--- config.mk ---
export PLATFORM = sky130hd
export DESIGN_NAME = cpu_clk_div
export DESIGN_NICKNAME = d
export VERILOG_FILES = /design/src/rtl/clkdiv_pkg.sv /design/src/rtl/clkdiv_code_reg.sv /design/src/rtl/clkdiv_ratio_dec.sv /design/src/rtl/clkdiv_period_ctr.sv /design/src/rtl/cpu_clk_div.sv
export SDC_FILE = /design/constraint.sdc
export NUM_CORES = 1
export LEC_CHECK = 0
export ABC_CLOCK_PERIOD_IN_PS = 3100
export BUFFER_PORTS_ARGS = -buffer_cell sky130_fd_sc_hd__buf_2
export CORE_UTILIZATION = 53
export CTS_CLUSTER_SIZE = 30
export DETAILED_ROUTE_END_ITERATION = 7
export HOLD_SLACK_MARGIN = 0.1
export PLACE_DENSITY = 0.85
export SYNTH_ARGS = -nofsm -noshare
export SYNTH_HDL_FRONTEND = slang
export SYNTH_SLANG_ARGS = --single-unit
--- constraint.sdc ---
create_clock -name clk -period 3.1 [get_ports clk]
set_input_delay 0.465 -clock clk [delete_from_list [all_inputs] [get_ports clk]]
set_output_delay 0.465 -clock clk [all_outputs]
set_load 0.01 [all_outputs]
--- src/rtl/clkdiv_pkg.sv ---
package clkdiv_pkg;

  localparam int unsigned CODE_W = 5;
  localparam int unsigned SRC_W  = 2;
  localparam int unsigned NUM_SRC = 4;

  localparam logic [CODE_W-1:0] CODE_DIV8 = 5'b01000;

  typedef enum logic [SRC_W-1:0] {
    SRC_MAIN = 2'd0,
    SRC_SUB  = 2'd1,
    SRC_OSC  = 2'd2,
    SRC_PLL  = 2'd3
  } src_e;

endpackage

--- src/rtl/clkdiv_code_reg.sv ---
module clkdiv_code_reg
  import clkdiv_pkg::*;
(
  input  logic              clk,
  input  logic              rst_n,
  input  logic              wr_en,
  input  logic [CODE_W-1:0] wr_code,
  input  logic              force_req,
  output logic [CODE_W-1:0] code_q
);

  logic [CODE_W-1:0] code_d;
  logic              code_en;

  always_comb begin
    code_en = force_req | wr_en;
    if (force_req) code_d = CODE_DIV8;
    else           code_d = wr_code;
  end

  always_ff @(posedge clk or negedge rst_n) begin
    if (!rst_n)       code_q <= CODE_DIV8;
    else if (code_en) code_q <= code_d;
  end

endmodule

--- src/rtl/clkdiv_ratio_dec.sv ---
module clkdiv_ratio_dec
  import clkdiv_pkg::*;
#(
  parameter int unsigned RATIO_W = 5
) (
  input  logic [CODE_W-1:0]  code,
  output logic [RATIO_W-1:0] ratio
);

  // Low bank: one-to-one small ratios, unused codes fall back to 1.
  // High bank: even ratios from 8 upward, unused codes fall back to 8.
  always_comb begin
    if (!code[4] && !code[3]) begin
      unique case (code[2:0])
        3'd0:    ratio = RATIO_W'(1);
        3'd1:    ratio = RATIO_W'(2);
        3'd2:    ratio = RATIO_W'(3);
        3'd3:    ratio = RATIO_W'(4);
        3'd4:    ratio = RATIO_W'(6);
        default: ratio = RATIO_W'(1);
      endcase
    end else if (!code[4]) begin
      unique case (code[2:0])
        3'd0:    ratio = RATIO_W'(8);
        3'd1:    ratio = RATIO_W'(10);
        3'd2:    ratio = RATIO_W'(12);
        3'd3:    ratio = RATIO_W'(14);
        3'd4:    ratio = RATIO_W'(16);
        default: ratio = RATIO_W'(8);
      endcase
    end else begin
      ratio = RATIO_W'(8);
    end
  end

endmodule

--- src/rtl/clkdiv_period_ctr.sv ---
module clkdiv_period_ctr #(
  parameter int unsigned RATIO_W = 5,
  parameter int unsigned CNT_W   = 4
) (
  input  logic               clk,
  input  logic               rst_n,
  input  logic               tick_in,
  input  logic [RATIO_W-1:0] ratio_act,
  output logic               period_end,
  output logic               tick_q,
  output logic               clk_q
);

  logic [CNT_W-1:0]   cnt_q, cnt_d;
  logic [RATIO_W-1:0] cnt_ext, cnt_inc, mid_pt;
  logic               clk_d;

  always_comb begin
    cnt_ext    = RATIO_W'(cnt_q);
    cnt_inc    = cnt_ext + RATIO_W'(1);
    mid_pt     = (ratio_act + RATIO_W'(1)) >> 1;
    period_end = tick_in && (cnt_ext == ratio_act - RATIO_W'(1));

    cnt_d = cnt_q;
    if (tick_in) begin
      if (period_end) cnt_d = '0;
      else            cnt_d = cnt_q + CNT_W'(1);
    end

    clk_d = clk_q;
    if (period_end)
      clk_d = 1'b1;
    else if (tick_in && (cnt_inc == mid_pt) && (ratio_act != RATIO_W'(1)))
      clk_d = 1'b0;
  end

  always_ff @(posedge clk or negedge rst_n) begin
    if (!rst_n) begin
      cnt_q  <= '0;
      tick_q <= 1'b0;
      clk_q  <= 1'b0;
    end else begin
      cnt_q  <= cnt_d;
      tick_q <= period_end;
      clk_q  <= clk_d;
    end
  end

endmodule

--- src/rtl/cpu_clk_div.sv ---
module cpu_clk_div
  import clkdiv_pkg::*;
#(
  parameter int unsigned MAX_RATIO = 16
) (
  input  logic              clk,
  input  logic              rst_n,
  input  logic [3:0]        src_tick,
  input  logic [1:0]        src_sel,
  input  logic              code_wr,
  input  logic [4:0]        code_wdata,
  input  logic              stop_req,
  input  logic              lp_req,
  output logic [4:0]        cur_code,
  output logic              cpu_tick,
  output logic              cpu_clk,
  output logic              bus_tick,
  output logic              bus_clk
);

  localparam int unsigned RATIO_W = $clog2(MAX_RATIO + 1);
  localparam int unsigned CNT_W   = $clog2(MAX_RATIO);

  logic [RATIO_W-1:0] dec_ratio, next_ratio;
  logic [RATIO_W-1:0] act_ratio;
  logic [SRC_W-1:0]   act_src;
  logic               sel_tick;
  logic               period_end;

  clkdiv_code_reg u_code (
    .clk       (clk),
    .rst_n     (rst_n),
    .wr_en     (code_wr),
    .wr_code   (code_wdata),
    .force_req (stop_req | lp_req),
    .code_q    (cur_code)
  );

  clkdiv_ratio_dec #(.RATIO_W(RATIO_W)) u_dec (
    .code  (cur_code),
    .ratio (dec_ratio)
  );

  always_comb begin
    sel_tick = src_tick[act_src];
    if (src_sel == SRC_SUB) next_ratio = RATIO_W'(1);
    else                    next_ratio = dec_ratio;
  end

  // Active source and ratio only move at a period boundary.
  always_ff @(posedge clk or negedge rst_n) begin
    if (!rst_n) begin
      act_src   <= SRC_MAIN;
      act_ratio <= RATIO_W'(8);
    end else if (period_end) begin
      act_src   <= src_sel;
      act_ratio <= next_ratio;
    end
  end

  clkdiv_period_ctr #(.RATIO_W(RATIO_W), .CNT_W(CNT_W)) u_ctr (
    .clk        (clk),
    .rst_n      (rst_n),
    .tick_in    (sel_tick),
    .ratio_act  (act_ratio),
    .period_end (period_end),
    .tick_q     (cpu_tick),
    .clk_q      (cpu_clk)
  );

  assign bus_tick = cpu_tick;
  assign bus_clk  = cpu_clk;

endmodule

==> summary.md <==
| Metric | Value |
|---|---|
| Status | finished clean |
| Vias in the first global route | 920 |
| Clock insertion delay at the later pin of the skew report | roughly 0.30 ns |
| Peak VDD IR | 0.0006259 V |
| Syn nets | 123 |
| Fraction of layout cells with a size suffix above 1 | 30.16% |
| Busiest layer in global routing | met2 |
| Mapped Cells | 103 |
| Share of flip-flops with an asynchronous set or reset | 100.0% |
| Avg Vias per Cell | roughly 5.5 |
| Final hold violation count | 0 |
| WP data required | around 3.3 ns |
| Die Y | 48.81 um |
| Synth Register Bits | 18 |
| Drt first pass iters | 4 |
| Dominant cell type by area after synthesis | dfrtp_1 |
| Worst Reg-to-Reg Cells | 7 |
| Setup TNS | 0 ns |
| Antenna cells | 0 |
| Met3 usage | 2.804% |
| Met1 Resource Use GR | around a quarter |
| Die width | approximately 50 um |
| Met2 GRT Util | 38.19% |
| Sequential element share of the synthesized area | 39.01% |
| Antenna violations before repair | 0 |
| Worst r2r dst | act_ratio[4] |
| Sink Count | 18 |
| Port bufs | 24 |
| Hold Crit Class | in2reg |
| Post-CTS resize count | 0 |
| Hold Path Cell Cnt | 2 |
| Placed wire-length estimate | around 1.7 mm |
| Hold endpoint | u_code.code_q[4] |
| Routed WL | 2.067 mm |
| Dominant cell by count in the synthesized netlist | dfrtp_1 |
| Yosys top cell area share | 34.48% |
| Fin nets | 147 |
| Area of the multi-input gates | 640.6 um2 |
| PD cells | 923.9 nW/um2 |
| Post-synth EDFFs | 0 |
| Launching point of the worst reg2reg path | act_ratio[0] |
| Min Clock Period, post-route | between 2 and 2.5 ns |
| CP Launch Type | flip-flop |
| Vias | between 800 and 900 |
| Setup violators final | 0 |
| Final Total Pwr | about 0.0012 W |
| Fin. max-slew vios | 0 |
| Residual DRC | 0 |
| Placeable Area | between 2000 and 2500 um2 |
| Clk root buf | clkbuf_4 |
| Critical path type | reg2reg |
| Clock Pin Slew Worst Setup and Hold Paths | 0.11 ns |
| Yosys warns | 0 |
| Fill cells | 160 |
| GRT Resource Usage Total | a little over a fifth |
| Post-synth cell types | 41 |
| GPL Wtd Cong | a little under 0.9 |
| Worst relative slew slack | 74.49% |
| Sequential Area | 452.9 um2 |
| CTS tree | yes |
| Most area-consuming cells after synthesis | dfrtp_1, mux2i_1, xnor3_1 |
| Final ANT Viol Nets | 0 |
| Largest net degree at the start of global routing | 19 |
| CP arrival | 2.43 ns |
| Top cells by count, synth | dfrtp_1, mux2i_1, nor2_1, xor2_1 |
| Crit. Startpoint | act_ratio[0] |
| HP Start | lp_req |
| CTS Buf Count | 3 |
| Crit path max fanout | 9 |
| Die area | between 2000 and 2500 um2 |
| Clock buffer depth | 2 |
| Area of the mapped netlist | between 1000 and 1500 um2 |
| Starting DRC count in detailed routing | 19 |
| Leak pwr | 0.6467 nW |
| First-pass GRT wire length | 3.939 mm |
| Post-synthesis area per instance | 11.27 um2 |
| Max Freq | 446.0 MHz |
| Total global routing overflow | 0 |
| P&R area growth vs syn | 13.79% |
| Avg WL per Cell | 13.51 um |
| Maxcap violations | 0 |
| Clock skew | 0.003843 ns |
| Final worst path period share | 72.33% |
| Worst R2R Setup Slack | 0.86 ns |
| RSZ-0062 raised after global routing | false |
| Main synth FF type | dfrtp_1 |
| Tightest Pin Transition | 0.3731 ns |
| Initial Util | about three fifths |
| I/O Pins | 25 |
| Crit. End Element | flip-flop |
| H-tree depth | 1 |
| Num rows | 16 |
==> state kept, by name, summed over array words and instances (netlist names) <==
signal and cells:
act_ratio 5, u_code.code_q 5, u_ctr.cnt_q 4, act_src 2, u_ctr.clk_q 1, u_ctr.tick_q 1
==> power breakdown <==
group          switching (W)  internal, W  leakage, nW
logic               0.000268     0.000365        0.399
registers           0.000118     0.000322        0.227
clock network      0.0000759    0.0000717       0.0210
==> worst max-delay path, cell delays in order (launching register included) <==
cell and delay (ns):
dfrtp_1 0.46, inv_1 0.10, ha_1 0.17, nor3b_1 0.23
xor2_1 0.14, or4_4 0.59, clkinv_4 0.11, mux2_1 0.33
==> layout by cell type, fill, tap and decap left out, drive strengths merged, types with 2 or more instances in the layout <==
master,count
buf,24
dfrtp,16
mux2i,7
xor2,6
nor2,6
nor3,5
xnor2,5
inv,5
mux2,5
nand3,4
ha,4
clkbuf,4
xnor3,3
nand2,3
nor3b,2
nor2b,2
nand4,2
nand2b,2
dfstp,2
==> what timing repair did <==
action / CTS / global route
hold endpoints to repair: 16 / 0
hold buffers: 1 / 0
setup buffers: 0 / 0
==> worst max path at each step <==
stage	endpoint	slack (ns)	cells past startpoint
finish	act_ratio[4]	0.86	7
global route	act_ratio[4]	0.70	7
CTS	act_ratio[4]	0.85	7
detailed placement	act_ratio[4]	0.87	7
global placement	act_ratio[4]	0.94	7
floorplan	act_ratio[2]	0.96	8
==> metal layers <==
metal | up-vias | wire length (um)
li1 | 410 | -
met1 | 404 | 899
met2 | 21 | 1077
met3 | 3 | 62
met4 | 0 | 28
met5 | - | 0
==> kinds of logic after synthesis <==
logic type,Yosys count,synth area share (%)
adders and majority gates,4,4.311
AOI/OAI and AO/OA,10,6.574
and+or+nand+nor,31,14.65
DFF,18,39.01
buffers and inverters,12,5.818
xor gates and xnor gates,15,16.16
muxes,13,13.47
==> per-stage QoR <==
stage	instance area (um2)	utilization, %	hold slack, ns	instances	setup slack [ns]
6_report	1321	66.00	0.3747	153	0.8577
3_3_place_gp	1275	63.69	0.4071	148	0.9444
4_1_cts	1321	66.00	0.3712	153	0.8515
2_1_floorplan	1161	-	0.1694	103	0.9585
3_5_place_dp	1275	63.69	0.4151	148	0.8690
5_1_grt	1321	66.00	0.3777	153	0.6973
==> area by class of cell <==
class                   count  area share, %
multi-input cells          73          48.48
flip-flops and latches     18          34.28
repair buffers             25          9.848
clock buffers               4          2.746
well taps                  27          2.557
inverters                   6          2.083
Note: power is estimated with default switching activity, not from simulation.
